==> src/rtl/ptw_pkg.sv <==
package ptw_pkg;

   typedef enum logic [1:0] {
      ACC_READ  = 2'd0,
      ACC_WRITE = 2'd1,
      ACC_EXEC  = 2'd2,
      ACC_RSVD  = 2'd3
   } acc_e;

   typedef enum logic [2:0] {
      FLT_NONE     = 3'd0,
      FLT_ACCESS   = 3'd1,
      FLT_INVALID  = 3'd2,
      FLT_MISALIGN = 3'd3,
      FLT_PERM     = 3'd4
   } fault_e;

   typedef enum logic [1:0] {
      ST_IDLE  = 2'd0,
      ST_ISSUE = 2'd1,
      ST_WAIT  = 2'd2
   } walk_st_e;

endpackage

==> src/rtl/ptw_pte_decode.sv <==
module ptw_pte_decode #(
   parameter int PTE_W = 32,
   parameter int PPN_W = 22
) (
   input  logic [PTE_W-1:0] pte,
   output logic             bit_r,
   output logic             bit_w,
   output logic             bit_x,
   output logic             bit_u,
   output logic             bit_g,
   output logic             is_bad,
   output logic             is_ptr,
   output logic [PPN_W-1:0] ppn
);
   localparam int PPN_LSB = PTE_W - PPN_W;

   logic bit_v;

   always_comb begin
      bit_v  = pte[0];
      bit_r  = pte[1];
      bit_w  = pte[2];
      bit_x  = pte[3];
      bit_u  = pte[4];
      bit_g  = pte[5];
      ppn    = pte[PTE_W-1:PPN_LSB];
      is_bad = !bit_v || (bit_w && !bit_r);
      is_ptr = !is_bad && !bit_r && !bit_w && !bit_x;
   end
endmodule

==> src/rtl/ptw_perm_check.sv <==
module ptw_perm_check
   import ptw_pkg::*;
(
   input  acc_e acc,
   input  logic priv_sup,
   input  logic mxr,
   input  logic sum,
   input  logic bit_r,
   input  logic bit_w,
   input  logic bit_x,
   input  logic bit_u,
   output logic allow
);
   logic mode_ok;
   logic kind_ok;

   always_comb begin
      if (priv_sup) mode_ok = !bit_u || (sum && acc != ACC_EXEC);
      else          mode_ok = bit_u;

      unique case (acc)
         ACC_READ:  kind_ok = bit_r || (mxr && bit_x);
         ACC_WRITE: kind_ok = bit_w;
         ACC_EXEC:  kind_ok = bit_x;
         default:   kind_ok = 1'b0;
      endcase

      allow = mode_ok && kind_ok;
   end
endmodule

==> src/rtl/pt_walker.sv <==
module pt_walker
   import ptw_pkg::*;
#(
   parameter  int VA_W      = 32,
   parameter  int LVL_BITS  = 10,
   parameter  int LEVELS    = 2,
   parameter  int OFS_BITS  = 12,
   parameter  int PPN_W     = 22,
   parameter  int PTE_W     = 32,
   parameter  int PTE_LOG   = 2,
   localparam int PA_W      = PPN_W + OFS_BITS,
   localparam int LVL_W     = (LEVELS > 1) ? $clog2(LEVELS) : 1
) (
   input  logic             clk,
   input  logic             rst_n,
   input  logic             req_valid,
   input  logic [VA_W-1:0]  req_vaddr,
   input  logic [PA_W-1:0]  req_root,
   input  logic [1:0]       req_acc,
   input  logic             req_priv,
   input  logic             req_mxr,
   input  logic             req_sum,
   input  logic             req_global,
   output logic             busy,
   output logic             mem_req_valid,
   output logic [PA_W-1:0]  mem_req_addr,
   input  logic             mem_rsp_valid,
   input  logic [PTE_W-1:0] mem_rsp_data,
   input  logic             mem_rsp_err,
   output logic             done,
   output logic             fault,
   output logic [2:0]       fault_code,
   output logic [PA_W-1:0]  res_paddr,
   output logic [PTE_W-1:0] res_pte,
   output logic [PA_W-1:0]  res_pte_addr,
   output logic [LVL_W-1:0] res_level,
   output logic             res_global
);
   localparam int VPN_W = LEVELS * LVL_BITS;

   // elaboration-time parameter checks
   if (VA_W != OFS_BITS + VPN_W) begin : g_bad_va
      $error("VA_W must equal OFS_BITS + LEVELS*LVL_BITS");
   end
   if (PPN_W < VPN_W) begin : g_bad_ppn
      $error("PPN_W must cover the virtual page number");
   end
   if (PTE_W - PPN_W < 6) begin : g_bad_pte
      $error("PTE_W leaves no room for the flag bits");
   end

   walk_st_e         st_q;
   logic [LVL_W-1:0] lvl_q;
   logic [PA_W-1:0]  base_q;
   logic [VA_W-1:0]  va_q;
   acc_e             acc_q;
   logic             priv_q, mxr_q, sum_q, glob_q;

   logic [LVL_BITS-1:0] idx;
   logic [PA_W-1:0]     pte_addr;

   always_comb begin
      idx      = va_q[OFS_BITS + int'(lvl_q) * LVL_BITS +: LVL_BITS];
      pte_addr = base_q + PA_W'({idx, {PTE_LOG{1'b0}}});
   end

   logic             d_r, d_w, d_x, d_u, d_g, d_bad, d_ptr;
   logic [PPN_W-1:0] d_ppn;

   ptw_pte_decode #(.PTE_W(PTE_W), .PPN_W(PPN_W)) u_dec (
      .pte    (mem_rsp_data),
      .bit_r  (d_r),
      .bit_w  (d_w),
      .bit_x  (d_x),
      .bit_u  (d_u),
      .bit_g  (d_g),
      .is_bad (d_bad),
      .is_ptr (d_ptr),
      .ppn    (d_ppn)
   );

   logic perm_ok;

   ptw_perm_check u_perm (
      .acc      (acc_q),
      .priv_sup (priv_q),
      .mxr      (mxr_q),
      .sum      (sum_q),
      .bit_r    (d_r),
      .bit_w    (d_w),
      .bit_x    (d_x),
      .bit_u    (d_u),
      .allow    (perm_ok)
   );

   // superpage handling: bits below the leaf level come from the VPN
   logic [PPN_W-1:0] lvl_mask, vpn_ext, ppn_merged;
   logic             misal;

   always_comb begin
      lvl_mask   = (PPN_W'(1) << (int'(lvl_q) * LVL_BITS)) - PPN_W'(1);
      vpn_ext    = PPN_W'(va_q[VA_W-1:OFS_BITS]);
      misal      = |(d_ppn & lvl_mask);
      ppn_merged = (d_ppn & ~lvl_mask) | (vpn_ext & lvl_mask);
   end

   logic   step_fin, step_down;
   fault_e step_code;

   always_comb begin
      step_fin  = 1'b0;
      step_down = 1'b0;
      step_code = FLT_NONE;
      if (st_q == ST_WAIT && mem_rsp_valid) begin
         step_fin = 1'b1;
         if (mem_rsp_err)             step_code = FLT_ACCESS;
         else if (d_bad)              step_code = FLT_INVALID;
         else if (d_ptr) begin
            if (lvl_q != '0) begin
               step_fin  = 1'b0;
               step_down = 1'b1;
            end else begin
               step_code = FLT_INVALID;
            end
         end
         else if (!perm_ok)           step_code = FLT_PERM;
         else if (lvl_q != '0 && misal) step_code = FLT_MISALIGN;
      end
   end

   always_ff @(posedge clk) begin
      if (!rst_n) begin
         st_q         <= ST_IDLE;
         lvl_q        <= '0;
         base_q       <= '0;
         va_q         <= '0;
         acc_q        <= ACC_READ;
         priv_q       <= 1'b0;
         mxr_q        <= 1'b0;
         sum_q        <= 1'b0;
         glob_q       <= 1'b0;
         done         <= 1'b0;
         fault        <= 1'b0;
         fault_code   <= FLT_NONE;
         res_paddr    <= '0;
         res_pte      <= '0;
         res_pte_addr <= '0;
         res_level    <= '0;
         res_global   <= 1'b0;
      end else begin
         done <= 1'b0;
         unique case (st_q)
            ST_IDLE: begin
               if (req_valid) begin
                  va_q   <= req_vaddr;
                  base_q <= req_root;
                  acc_q  <= acc_e'(req_acc);
                  priv_q <= req_priv;
                  mxr_q  <= req_mxr;
                  sum_q  <= req_sum;
                  glob_q <= req_global;
                  lvl_q  <= LVL_W'(LEVELS - 1);
                  st_q   <= ST_ISSUE;
               end
            end
            ST_ISSUE: st_q <= ST_WAIT;
            ST_WAIT: begin
               if (step_down) begin
                  base_q <= {d_ppn, {OFS_BITS{1'b0}}};
                  lvl_q  <= lvl_q - LVL_W'(1);
                  glob_q <= glob_q | d_g;
                  st_q   <= ST_ISSUE;
               end else if (step_fin) begin
                  done         <= 1'b1;
                  fault        <= (step_code != FLT_NONE);
                  fault_code   <= step_code;
                  res_paddr    <= (step_code == FLT_NONE) ?
                                  {ppn_merged, va_q[OFS_BITS-1:0]} : '0;
                  res_pte      <= mem_rsp_data;
                  res_pte_addr <= pte_addr;
                  res_level    <= lvl_q;
                  res_global   <= glob_q | d_g;
                  st_q         <= ST_IDLE;
               end
            end
            default: st_q <= ST_IDLE;
         endcase
      end
   end

   assign busy          = (st_q != ST_IDLE);
   assign mem_req_valid = (st_q == ST_ISSUE);
   assign mem_req_addr  = pte_addr;

endmodule

==> config.mk <==
export PLATFORM = sky130hd
export DESIGN_NAME = pt_walker
export DESIGN_NICKNAME = d
export VERILOG_FILES = /design/src/rtl/ptw_pkg.sv /design/src/rtl/ptw_pte_decode.sv /design/src/rtl/ptw_perm_check.sv /design/src/rtl/pt_walker.sv
export SDC_FILE = /design/constraint.sdc
export NUM_CORES = 1
export LEC_CHECK = 0
export BUFFER_PORTS_ARGS = -buffer_cell sky130_fd_sc_hd__buf_2
export CAP_MARGIN = 20
export CELL_PAD_IN_SITES_DETAIL_PLACEMENT = 1
export CELL_PAD_IN_SITES_GLOBAL_PLACEMENT = 1
export CORE_MARGIN = 4
export CORE_UTILIZATION = 41
export CTS_BUF_LIST = sky130_fd_sc_hd__clkbuf_4 sky130_fd_sc_hd__clkbuf_8
export CTS_CLUSTER_SIZE = 12
export DETAILED_ROUTE_END_ITERATION = 12
export PLACE_DENSITY_LB_ADDON = 0.15
export SETUP_SLACK_MARGIN = 0.5
export SYNTH_ARGS = -nofsm -noshare
export SYNTH_HDL_FRONTEND = slang
export SYNTH_SLANG_ARGS = --single-unit
==> constraint.sdc <==
create_clock -name clk -period 6.5 [get_ports clk]
set_input_delay 0.975 -clock clk [delete_from_list [all_inputs] [get_ports clk]]
set_output_delay 0.975 -clock clk [all_outputs]
set_load 0.01 [all_outputs]
==> run metrics <==
status finished clean; total power 2.302 mW; Post-Place Cells 1348; Die Height 145.1 um; worst skew pair latency 0.46 ns; Synth Cell Area 7707 um2; Hold Crit Start res_pte[4]$_SDFFE_PN0P_; leading area contributor after synthesis dfxtp_1; initial detailed-routing violation count 358; critical path class flip-flop to primary output; post-synthesis sequential area ratio 47.27%; Final min period 5.163 ns; initial antenna violation count 2; Worst Path Max Fanout 13; commonest non-fill, non-tap cells in the layout buf_2 (251), nand2_1 (247), dfxtp_1 (182), a21oi_1 (110), nor2_1 (57); Nets 1260; fin crit share 79.44%; Mean Syn Cell Area 8.332 um2; post-CTS sizing 0; Final Util 52.04%; DRC 0; R2R cell count 9; Finish-stage setup viols 0; Die X-Extent 145.1 um; CTS tree yes; critical path startpoint category flip-flop; final std cells w/o fill 1383; cts hold-fix bufs 0; worst-margin pin slew 0.9997 ns; hold crit path type flip-flop to flip-flop; crit path capture type primary output; Setup TNS Final 0 ns; PwrDens 242.9 nW/um2; vias in the first global route 7249; drt pass-1 iters 4; vias per inst 5.346; RSZ-0062 raised after global routing no; row count 49; commonest non-fill, non-tap cell in the layout buf_2; Slew Viols, Final 0; number of routed nets with antenna violations 0; Post-Syn Nets 1045; worst setup path start lvl_q$_SDFFE_PN0P_; reg2reg end res_pte_addr[22]$_SDFFE_PN0P_; fill cell count 2275; Placer Congestion 0.8728; ys async rst share 0%; H-Tree Depth 4; # IOs 252; multi-input logic area 3766 um2; Min-Delay Path Depth 2; max_slew headroom 33.23%; #FFs+latches synth 182; Fin Clk Skew 0.01293 ns; Root Buffer Master clkbuf_8; I/O Buffers 251; max-cap viol count 0; Core ar. 18210 um2; CTS max path bufs 2; largest net degree at the start of global routing 75; largest cells by area after synthesis dfxtp_1 (47%), nand2_1 (12%), a21oi_1 (7.1%); Max VDD drop 151.0 uV; Post-synth EDFFs 0; share of the synthesized area in the top cell type 47.27%; GRT Util Overall 23.94%; first-pass GRT wire length 40810 um; CTS clock-pin slew for the worst setup and hold paths 0.09 ns; Max Clock Freq 0.1937 GHz; required time worst endpoint 5.52 ns; Vias 7394; leak pwr 4.300 nW; Reg2Reg Launch Point lvl_q$_SDFFE_PN0P_; grt ovf 0; detailed placer's ending HPWL 19300 um; cts bufs inserted 17; routed len/inst 18.85 um; layout cell share with drive strength beyond 1 28.10%; Post-Synthesis Cells 925; Synthesis Warnings 0; R2R Setup Slk 2.62 ns; Netlist cell types 61; Syn-to-layout area delta 22.94%; Reg area 3643 um2; Clock Sinks 182; Post-Route WL 26080 um; Die ar. 21060 um2; post-CTS setup buffers 0; predominant post-synthesis flop cell dfxtp_1; Final Hold Fails 0; Hold Path Sink res_pte[4]$_SDFFE_PN0P_; worst hold margin 0.4545 ns; effective utilization at floorplan 42.33%; CP arrival 4.19 ns
## metrics by stage
stage | worst slack (ns) | instance area (um2)
after global placement | 1.921 | 9052
after CTS | 1.349 | 9442
final | 1.337 | 9475
after floorplan | 2.643 | 7707
after global routing | 1.026 | 9473
after detailed placement | 1.868 | 9052
## kinds of logic (layout without fill, tap and decap cells)
group / after synthesis / in the layout / synth area share (%)
mux: 20 / 20 / 2.760
other cells: 0 / 1 / 0
buf+inv: 76 / 304 / 4.399
fa+ha+maj: 11 / 11 / 1.883
simple gates: 385 / 385 / 21.54
flops: 182 / 182 / 47.27
xor+xnor: 24 / 24 / 2.727
compound gates: 227 / 227 / 19.42
## worst max path at each step
stage | depth (start not counted) | end | slack [ns]
finish | 9 | mem_req_addr[22] | 1.34
global route | 9 | mem_req_addr[24] | 1.03
floorplan | 10 | mem_req_addr[26] | 2.64
CTS | 9 | mem_req_addr[24] | 1.35
global placement | 9 | mem_req_addr[32] | 1.92
detailed placement | 9 | mem_req_addr[24] | 1.87
## worst max-delay path, stage by stage (launching register included)
cell	delay [ns]
dfxtp_1	0.77
mux2_2	0.41
ha_1	0.20
fa_1	0.43
a211oi_1	0.32
o21ai_0	0.20
a211oi_2	0.84
nor3b_1	0.17
xor2_1	0.23
buf_2	0.17
## flip-flops by register name, summed over array words and instances, names as in the netlist
signal,count
res_pte,32
done,1
fault_code,3
res_level,1
st_q,2
fault,1
res_paddr,34
base_q,34
sum_q,1
priv_q,1
res_pte_addr,34
res_global,1
glob_q,1
va_q,32
acc_q,2
mxr_q,1
lvl_q,1
## cells in the mapped netlist (all sizes together) (8+ instances only)
| cell | n |
|---|---|
| mux2i | 10 |
| a211oi | 8 |
| nor2 | 59 |
| inv | 12 |
| nand3 | 24 |
| xor2 | 15 |
| dfxtp | 182 |
| o211a | 8 |
| o21ai | 28 |
| nand2b | 12 |
| nand4 | 8 |
| a22o | 27 |
| ha | 10 |
| xnor2 | 9 |
| mux2 | 10 |
| a21oi | 111 |
| nand2 | 249 |
| clkbuf | 42 |
| buf | 22 |
| a311oi | 26 |
## per-layer routing
layer / GRT usage (%) / routed length, um / up-vias
met4: 6.743 / 555 / 4
met3: 5.176 / 1119 / 32
met2: 39.23 / 12470 / 189
met1: 32.10 / 11910 / 3556
li1: - / - / 3613
met5: 0 / 22 / -
## where the power goes
| group | switching (mW) | internal (mW) |
|---|---|---|
| logic | 0.206 | 0.129 |
| clock network | 0.436 | 0.325 |
| registers | 0.0447 | 1.16 |
| total | 0.687 | 1.61 |
## final cells by class
type,instances,share of cell area [%]
antenna,1,0.02641
clock buffer,19,2.628
clock inverter,13,1.479
inverter,12,0.5018
multi-input combinational,667,39.75
sequential,182,38.45
tap,229,3.024
timing repair buffer,260,14.14
(Power assumes the default switching activity.)
